==> src/rtl/mbt_pkg.sv <==
package mbt_pkg;
  typedef enum logic [2:0] {
    ST_IDLE, ST_ADDR_HI, ST_DATA, ST_DRAIN, ST_SKIP
  } mbt_state_e;

  localparam logic [3:0] CMD_MEM_RD = 4'b0110;
  localparam logic [3:0] CMD_MEM_WR = 4'b0111;
  localparam logic [3:0] CMD_DUAL   = 4'b1101;
endpackage

==> src/rtl/mbt_decode.sv <==
module mbt_decode
  import mbt_pkg::*;
#(
  parameter logic [63:0] BASE_ADDR = 64'h1000,
  parameter int unsigned WIN_WORDS = 8,
  parameter int unsigned IDX_W     = 3
) (
  input  logic [63:0]      addr_i,
  input  logic [3:0]       cmd_i,
  output logic             hit_o,
  output logic             rd_o,
  output logic [IDX_W-1:0] idx_o
);
  localparam logic [63:0] SPAN = 64'(WIN_WORDS) * 64'd4;

  logic [63:0] off;
  logic        cmd_ok;

  always_comb begin
    off    = addr_i - BASE_ADDR;
    cmd_ok = (cmd_i == CMD_MEM_RD) || (cmd_i == CMD_MEM_WR);
    hit_o  = cmd_ok && (addr_i >= BASE_ADDR) && (off < SPAN);
    rd_o   = (cmd_i == CMD_MEM_RD);
    idx_o  = off[IDX_W+1:2];
  end
endmodule

==> src/rtl/mbt_regfile.sv <==
module mbt_regfile #(
  parameter int unsigned WIN_WORDS = 8,
  parameter int unsigned IDX_W     = 3
) (
  input  logic             clk_i,
  input  logic             rst_ni,
  input  logic             we_i,
  input  logic [IDX_W-1:0] widx_i,
  input  logic [3:0]       be_i,
  input  logic [31:0]      wdata_i,
  input  logic [IDX_W-1:0] ridx_i,
  output logic [31:0]      rdata_o
);
  logic [31:0] mem_q [WIN_WORDS];

  for (genvar w = 0; w < WIN_WORDS; w++) begin : g_word
    for (genvar b = 0; b < 4; b++) begin : g_byte
      always_ff @(posedge clk_i or negedge rst_ni) begin
        if (!rst_ni)
          mem_q[w][8*b+:8] <= 8'h00;
        else if (we_i && be_i[b] && (widx_i == IDX_W'(w)))
          mem_q[w][8*b+:8] <= wdata_i[8*b+:8];
      end
    end
  end

  assign rdata_o = mem_q[ridx_i];
endmodule

==> src/rtl/mux_bus_target.sv <==
module mux_bus_target
  import mbt_pkg::*;
#(
  parameter logic [63:0] BASE_ADDR = 64'h1000,
  parameter int unsigned WIN_WORDS = 8,
  parameter int unsigned LAT_W     = 4
) (
  input  logic             clk_i,
  input  logic             rst_ni,
  input  logic             frame_i,
  input  logic             irdy_i,
  input  logic [31:0]      ad_i,
  input  logic [3:0]       cbe_i,
  input  logic [LAT_W-1:0] lat_i,
  output logic [31:0]      ad_o,
  output logic             ad_oe_o,
  output logic             devsel_o,
  output logic             trdy_o,
  output logic             stop_o
);
  localparam int unsigned IDX_W = (WIN_WORDS > 1) ? $clog2(WIN_WORDS) : 1;
  localparam logic [IDX_W-1:0] LAST_IDX = IDX_W'(WIN_WORDS - 1);

  mbt_state_e       state_q;
  logic [31:0]      lo_q;
  logic [LAT_W-1:0] wait_q;
  logic [IDX_W-1:0] idx_q;
  logic             rd_q;

  logic [63:0]      dec_addr;
  logic             dec_hit, dec_rd;
  logic [IDX_W-1:0] dec_idx;
  logic             xfer, at_last;

  assign dec_addr = (state_q == ST_ADDR_HI) ? {ad_i, lo_q} : {32'h0, ad_i};

  mbt_decode #(
    .BASE_ADDR(BASE_ADDR), .WIN_WORDS(WIN_WORDS), .IDX_W(IDX_W)
  ) u_dec (
    .addr_i(dec_addr), .cmd_i(cbe_i),
    .hit_o(dec_hit), .rd_o(dec_rd), .idx_o(dec_idx)
  );

  assign trdy_o   = (state_q == ST_DATA) && (wait_q == '0);
  assign at_last  = (idx_q == LAST_IDX);
  assign stop_o   = (state_q == ST_DRAIN) || (trdy_o && at_last);
  assign devsel_o = (state_q == ST_DATA) || (state_q == ST_DRAIN);
  assign ad_oe_o  = (state_q == ST_DATA) && rd_q;
  assign xfer     = trdy_o && irdy_i;

  mbt_regfile #(.WIN_WORDS(WIN_WORDS), .IDX_W(IDX_W)) u_rf (
    .clk_i, .rst_ni,
    .we_i(xfer && !rd_q), .widx_i(idx_q), .be_i(cbe_i), .wdata_i(ad_i),
    .ridx_i(idx_q), .rdata_o(ad_o)
  );

  always_ff @(posedge clk_i or negedge rst_ni) begin
    if (!rst_ni) begin
      state_q <= ST_IDLE;
      lo_q    <= '0;
      wait_q  <= '0;
      idx_q   <= '0;
      rd_q    <= 1'b0;
    end else begin
      unique case (state_q)
        ST_IDLE, ST_ADDR_HI: begin
          if (state_q == ST_IDLE && frame_i && cbe_i == CMD_DUAL) begin
            lo_q    <= ad_i;
            state_q <= ST_ADDR_HI;
          end else if (state_q == ST_ADDR_HI || frame_i) begin
            if (dec_hit) begin
              state_q <= ST_DATA;
              wait_q  <= lat_i;
              idx_q   <= dec_idx;
              rd_q    <= dec_rd;
            end else begin
              state_q <= ST_SKIP;
            end
          end
        end
        ST_DATA: begin
          if (wait_q != '0) begin
            wait_q <= wait_q - 1'b1;
          end else if (irdy_i) begin
            if (!frame_i)     state_q <= ST_IDLE;
            else if (at_last) state_q <= ST_DRAIN;
            else              idx_q   <= idx_q + 1'b1;
          end
        end
        ST_DRAIN, ST_SKIP: begin
          if (!frame_i) state_q <= ST_IDLE;
        end
        default: state_q <= ST_IDLE;
      endcase
    end
  end
endmodule

==> config.mk <==
export PLATFORM = sky130hd
export DESIGN_NAME = mux_bus_target
export DESIGN_NICKNAME = d
export VERILOG_FILES = /design/src/rtl/mbt_pkg.sv /design/src/rtl/mbt_decode.sv /design/src/rtl/mbt_regfile.sv /design/src/rtl/mux_bus_target.sv
export SDC_FILE = /design/constraint.sdc
export NUM_CORES = 1
export LEC_CHECK = 0
export BUFFER_PORTS_ARGS = -buffer_cell sky130_fd_sc_hd__buf_4
export CELL_PAD_IN_SITES_DETAIL_PLACEMENT = 0
export CELL_PAD_IN_SITES_GLOBAL_PLACEMENT = 2
export CORE_MARGIN = 3
export CORE_UTILIZATION = 38
export DETAILED_ROUTE_END_ITERATION = 16
export GPL_TIMING_DRIVEN = 0
export PLACE_DENSITY_LB_ADDON = 0.25
export REMOVE_ABC_BUFFERS = 1
export SYNTH_ARGS = -nofsm -noshare
export SYNTH_HDL_FRONTEND = slang
export SYNTH_SLANG_ARGS = --single-unit
export TNS_END_PERCENT = 10
==> constraint.sdc <==
create_clock -name clk_i -period 4.4 [get_ports clk_i]
set_clock_uncertainty 0.2 [all_clocks]
set_input_delay 0.88 -clock clk_i [delete_from_list [all_inputs] [get_ports clk_i]]
set_output_delay 0.88 -clock clk_i [all_outputs]
set_load 0.02 [all_outputs]
==> results of run 1 <==
==> worst max-delay path: stages <==
cell,delay [ps]
buf_4,170
or4_1,650
o41ai_4,440
o221ai_2,220
o311ai_2,340
nand2_1,100
a211o_1,240
or4_1,560
nor4b_4,370
nand2b_1,180
a32o_1,270
==> metal layers <==
| layer | track usage | wire length, um | vias up |
|---|---|---|---|
| li1 | - | - | 4552 |
| met1 | 0.282 | 18800 | 5268 |
| met2 | 0.326 | 19600 | 251 |
| met3 | 0.0240 | 1850 | 60 |
| met4 | 0.0477 | 755 | 0 |
| met5 | 0 | 0 | - |
==> layout make-up <==
cell class                      instances  area (sq um)  share of cell area
Multi-Input combinational cell        815          7320               0.421
Inverter                                9          33.8             0.00194
Timing Repair Buffer                   90           808              0.0465
Tap cell                              518           648              0.0373
Clock buffer                           52          1030              0.0592
Clock inverter                          7          97.6             0.00561
Sequential cell                       297          7440               0.428
==> registers in the layout (all words and copies together), names as in the netlist <==
name        count
rd_q            1
state_q         3
u_rf.mem_q    256
lo_q           30
idx_q           3
wait_q          4
==> logic make-up (layout without fill, tap and decap cells) <==
logic type	after synthesis	in the layout	synth area share
AOI/OAI and AO/OA	91	91	0.0427
adders and majority gates	7	7	0.00585
muxes	353	353	0.313
DFF	297	297	0.496
xor gates and xnor gates	4	4	0.00234
and+or+nand+nor	359	360	0.117
buffers and inverters	85	158	0.0229
==> through the flow <==
stage                     std cells   util
after CTS                      1788  0.446
after floorplan                1120      -
after global routing           1788  0.448
after global placement         1717  0.410
final                          1788  0.448
after detailed placement       1724  0.415
==> worst min-delay path by stage <==
stage	to	cells past startpoint
2_1_floorplan	u_rf.mem_q[12]	2
3_3_place_gp	u_rf.mem_q[12]	2
3_5_place_dp	u_rf.mem_q[12]	2
4_1_cts	u_rf.mem_q[235]	1
5_1_grt	u_rf.mem_q[235]	1
6_report	u_rf.mem_q[235]	1
==> what timing repair did <==
action / 4_1_cts / 5_1_grt
resized for setup: 9 / 15
hold buffers: 0 / 0
setup endpoints to repair: 10 / 200
buffers inserted: 4 / 0
pin swaps: 3 / 0
gates cloned: 1 / 0
==> power by group <==
part / switching (mW) / internal [mW] / total, mW
Clock: 1.14 / 1.69 / 2.82
Sequential: 0.158 / 2.86 / 3.02
Combinational: 0.347 / 0.243 / 0.590
Total: 1.64 / 4.79 / 6.43
==> cell usage after synthesis, types with 18 or more instances <==
library cell / number / area [sq um]
dfrtp_1: 297 / 7430
or4_1: 18 / 135
nand3_1: 26 / 130
clkbuf_1: 50 / 188
nor4_1: 20 / 125
nor2_1: 68 / 255
buf_1: 19 / 71.3
mux4_2: 64 / 1440
nand2_1: 139 / 522
o21ai_0: 23 / 115
nor3_1: 26 / 130
mux2_2: 282 / 3180
==> results.yml, run 1 <==
status:
  outcome: "complete, no violations"
synthesis:
  synth_edf_count: 0
  synth_seq_cells: 297
  avgSynthCellArea_sq_um: 12.5
  ys.warnings.count: 0
  synth_cell_types: 68
  synth-main-ff-cell: "dfrtp_1"
  ys_seq_area_frac: 0.496
  syn_area_sq_mm: 0.0150
  synthArstFlopShare: 1.00
  synthCells: 1196
drt:
  dr.pass1.iters: 5
  viasPerCell: 5.67
  post_drt_wl_per_cell_um: 22.9
  ant_nets: 0
  routed_wl_mm: 41.0
  drtIter0Drc: 816
  vias: 10100
  route.detailed.drc: 0
finish:
  layout_commonest_cell: "dfrtp_1"
  layout_common_cells: "dfrtp_1, mux2_2, nand2_1, buf_4"
  diodes: 0
  nets: 1299
  syn2layout_area_growth_pct: 16.1
  layout-drive-gt1-share: 0.409
  design_area_sq_mm: 0.0174
  fillerInstances: 3575
floorplanning:
  fp.dieH_um: 205
  die-area_sq_mm: 0.0418
  design.core.area_sq_mm: 0.0388
  pin_count: 80
  die_w_um: 205
  rows: 72
  start_util: 0.386
setup_path:
  cp_max_fo: 13
  critical_path_class: "input pin to flip-flop"
  worstPathRequired_ps: 4610
  crit_path_start: "ad_i[4]"
  r2r-start: "state_q[2]"
  start_kind: "input pin"
  reg2regPathDepth: 12
  regToRegSetupSlack_ps: 170
  arrival_ps: 4440
  reg2reg_to: "rd_q"
  end_kind: "flip-flop"
  cp-endpoint: "idx_q[0]"
timing:
  setup_violations: 0
  fmax_ghz: 0.237
  worst_slew_pin_slew_ps: 1070
  post-route-period-util: 0.960
  slew-limit-headroom: 0.285
  fin_hold_ws_ps: 138
  fin_crit_ps: 4230
  tns_ps: 0
  final-hold-violation-count: 0
  drv_slew: 0
  fin_ws_ps: 175
  rsz0062_at_grt: "true"
grt:
  grt_usage: 0.198
  grt_max_degree: 108
  antenna_found_initial: 0
  grt_pass1_vias: 10700
  grt_pass1_wl_mm: 64.7
  grt_overflow: 0
place:
  dp_worst_setup_slack_ps: -1140
  place_congestion: 0.832
  placedInstanceArea_sq_mm: 0.0161
  hpwl_mm: 26.5
  port_buffers: 79
pwr:
  leakage_nw: 8.15
  vdd_drop_max_uv: 226
  power_density_mw_per_mm2: 370
  power_mw: 6.43
run:
  cap_violations: 0
cts:
  cts_made_buffers: 35
  ctsLongestPathBuffers: 3
  clock_sinks: 297
  cts_tree: "built"
  clkLatencyLatePin_ps: 520
  htreeDepth: 2
  path_clk_slew_ps: 60
  cts_root_buf: "clkbuf_16"
worst_hold_path:
  min_path_type: "input pin to async pin"
No activity file was read; power rests on OpenSTA's default activity.
==> run 2: changes to the inputs <==
--- a/config.mk
+++ b/config.mk
@@ -8,11 +8,12 @@
 export BUFFER_PORTS_ARGS = -buffer_cell sky130_fd_sc_hd__buf_4
 export CELL_PAD_IN_SITES_DETAIL_PLACEMENT = 0
 export CELL_PAD_IN_SITES_GLOBAL_PLACEMENT = 2
+export CORE_ASPECT_RATIO = 1.75
 export CORE_MARGIN = 3
 export CORE_UTILIZATION = 38
 export DETAILED_ROUTE_END_ITERATION = 16
 export GPL_TIMING_DRIVEN = 0
-export PLACE_DENSITY_LB_ADDON = 0.25
+export PLACE_DENSITY = 0.77
 export REMOVE_ABC_BUFFERS = 1
 export SYNTH_ARGS = -nofsm -noshare
 export SYNTH_HDL_FRONTEND = slang
==> results.yml, run 2 (synthesized netlist as in run 1, its figures left out) <==
status:
  outcome: "complete, no violations"
grt:
  grt_max_degree: 129
  grt_overflow: 0
  grt_pass1_wl_mm: 64.7
  grt.met2_usage: 0.365
  antenna_found_initial: 0
  top_usage_layer: "met2"
  grtUsageMet3: 0.0234
  grt_pass1_vias: 10800
  grt_usage: 0.201
  grt_use_met1: 0.239
worst_hold_path:
  min_path_type: "input pin to async pin"
cts:
  clkLatencyLatePin_ps: 560
  clock_sinks: 297
  cts_tree: "built"
  cts_root_buf: "clkbuf_16"
  htreeDepth: 1
  cts_made_buffers: 28
  ctsLongestPathBuffers: 3
  path_clk_slew_ps: 70
  ctsHoldBuffers: 0
drt:
  vias: 10100
  dr.pass1.iters: 5
  routed_wl_mm: 41.9
  ant_nets: 0
  post_drt_wl_per_cell_um: 24.0
  drtIter0Drc: 579
  route.detailed.drc: 0
  viasPerCell: 5.77
setup_path:
  crit_path_start: "ad_i[4]"
  arrival_ps: 4570
  r2r-start: "state_q[2]"
  cp_max_fo: 13
  end_kind: "flip-flop"
  reg2reg_to: "idx_q[0]"
  start_kind: "input pin"
  critPathMaxStageDelay_ps: 600
  critical_path_class: "input pin to flip-flop"
  critPathSlowestCell: "or4_1"
  regToRegSetupSlack_ps: 90
  reg2regPathDepth: 11
  path_cells: "buf_4 -> or4_1 -> o41ai_2 -> o221ai_1 -> o311ai_0 -> nand2_1 -> a211o_1 -> or4_1 -> nor4b_2 -> nand2b_1 -> a32o_1"
  worstPathRequired_ps: 4650
  crit_path_frequent_cell: "or4_1"
timing:
  slew-limit-headroom: 0.311
  drv_slew: 0
  final-hold-violation-count: 0
  tns_ps: 0
  fin_crit_ps: 4320
  post-route-period-util: 0.982
  rsz0062_at_grt: "true"
  worst_slew_pin_slew_ps: 1030
  fmax_ghz: 0.232
  setup_violations: 0
floorplanning:
  start_util: 0.388
  pin_count: 80
  rows: 95
  fp.dieH_um: 269
  design.core.area_sq_mm: 0.0386
  die-area_sq_mm: 0.0419
  die_w_um: 156
finish:
  largest_reg_flops: 256
  regMostFlops: "u_rf.mem_q"
  layout_common_cells: "dfrtp_1, mux2_2, nand2_1, buf_4, nor2_1"
  layout-drive-gt1-share: 0.401
  syn2layout_area_growth_pct: 13.9
  fin_cells: 1746
  nets: 1291
  largest_registers: "u_rf.mem_q: 256 flops, lo_q: 30 flops, wait_q: 4 flops"
  layout_commonest_cell: "dfrtp_1"
pwr:
  vdd_drop_max_uv: 270
  power_density_mw_per_mm2: 355
  leakage_nw: 8.01
place:
  dp.cells: 1691
  place_congestion: 0.913
  hpwl_mm: 27.9
  port_buffers: 79
run:
  cap_violations: 0
run 2: cell type report:
| cell class | count | area (sq um) |
|---|---|---|
| Fill cell | 3575 | 21600 |
| Sequential cell | 297 | 7440 |
| Multi-Input combinational cell | 815 | 7250 |
| Clock buffer | 43 | 858 |
| Timing Repair Buffer | 89 | 801 |
| Tap cell | 485 | 607 |
| Clock inverter | 7 | 68.8 |
| Inverter | 9 | 33.8 |
| Antenna cell | 1 | 2.50 |
run 2: per-stage QoR:
step | hold slack [ps] | total power, mW | cell area [sq um] | utilization | setup slack, ps
after floorplan | 245 | 3.33 | 14700 | - | -493
after global placement | 272 | 3.63 | 15900 | 0.411 | -2440
after detailed placement | 275 | 3.65 | 16100 | 0.416 | -752
after CTS | 58.9 | 6.13 | 17100 | 0.441 | -33.1
after global routing | 83.4 | 6.31 | 17100 | 0.442 | -58.2
final | 42.7 | 6.06 | 17100 | 0.442 | 80.8
run 2: what timing repair did:
action | 4_1_cts | 5_1_grt
pin swaps | 3 | 1
resized for setup | 10 | 3
setup buffers | 3 | 0
endpoints found under the setup margin | 10 | 200
gates cloned | 1 | 0
run 2: worst max-delay path by stage:
stage / slack [ps] / endpoint / cells after the start
finish: 80 / idx_q[0] / 11
global route: -60 / idx_q[0] / 11
CTS: -30 / u_rf.mem_q[58] / 7
detailed placement: -750 / idx_q[0] / 11
global placement: -2440 / wait_q[1] / 8
floorplan: -490 / rd_q / 10
run 2: per-layer routing:
metal	share of wire	up-vias
met5	0	-
met2	0.53	232
met1	0.39	5241
met3	0.042	80
li1	-	4528
met4	0.044	0
run 2: where the power goes:
group / total [mW] / switching, mW / internal, mW
Clock: 2.45 / 1.06 / 1.40
Sequential: 3.03 / 0.173 / 2.86
Combinational: 0.578 / 0.337 / 0.241
run 2: worst max-delay path, delay by kind of cell:
family,cells,cell delay (ps)
AND/OR/NAND/NOR,5,1830
AO/OA/AOI/OAI,5,1690
buffers and inverters,1,170
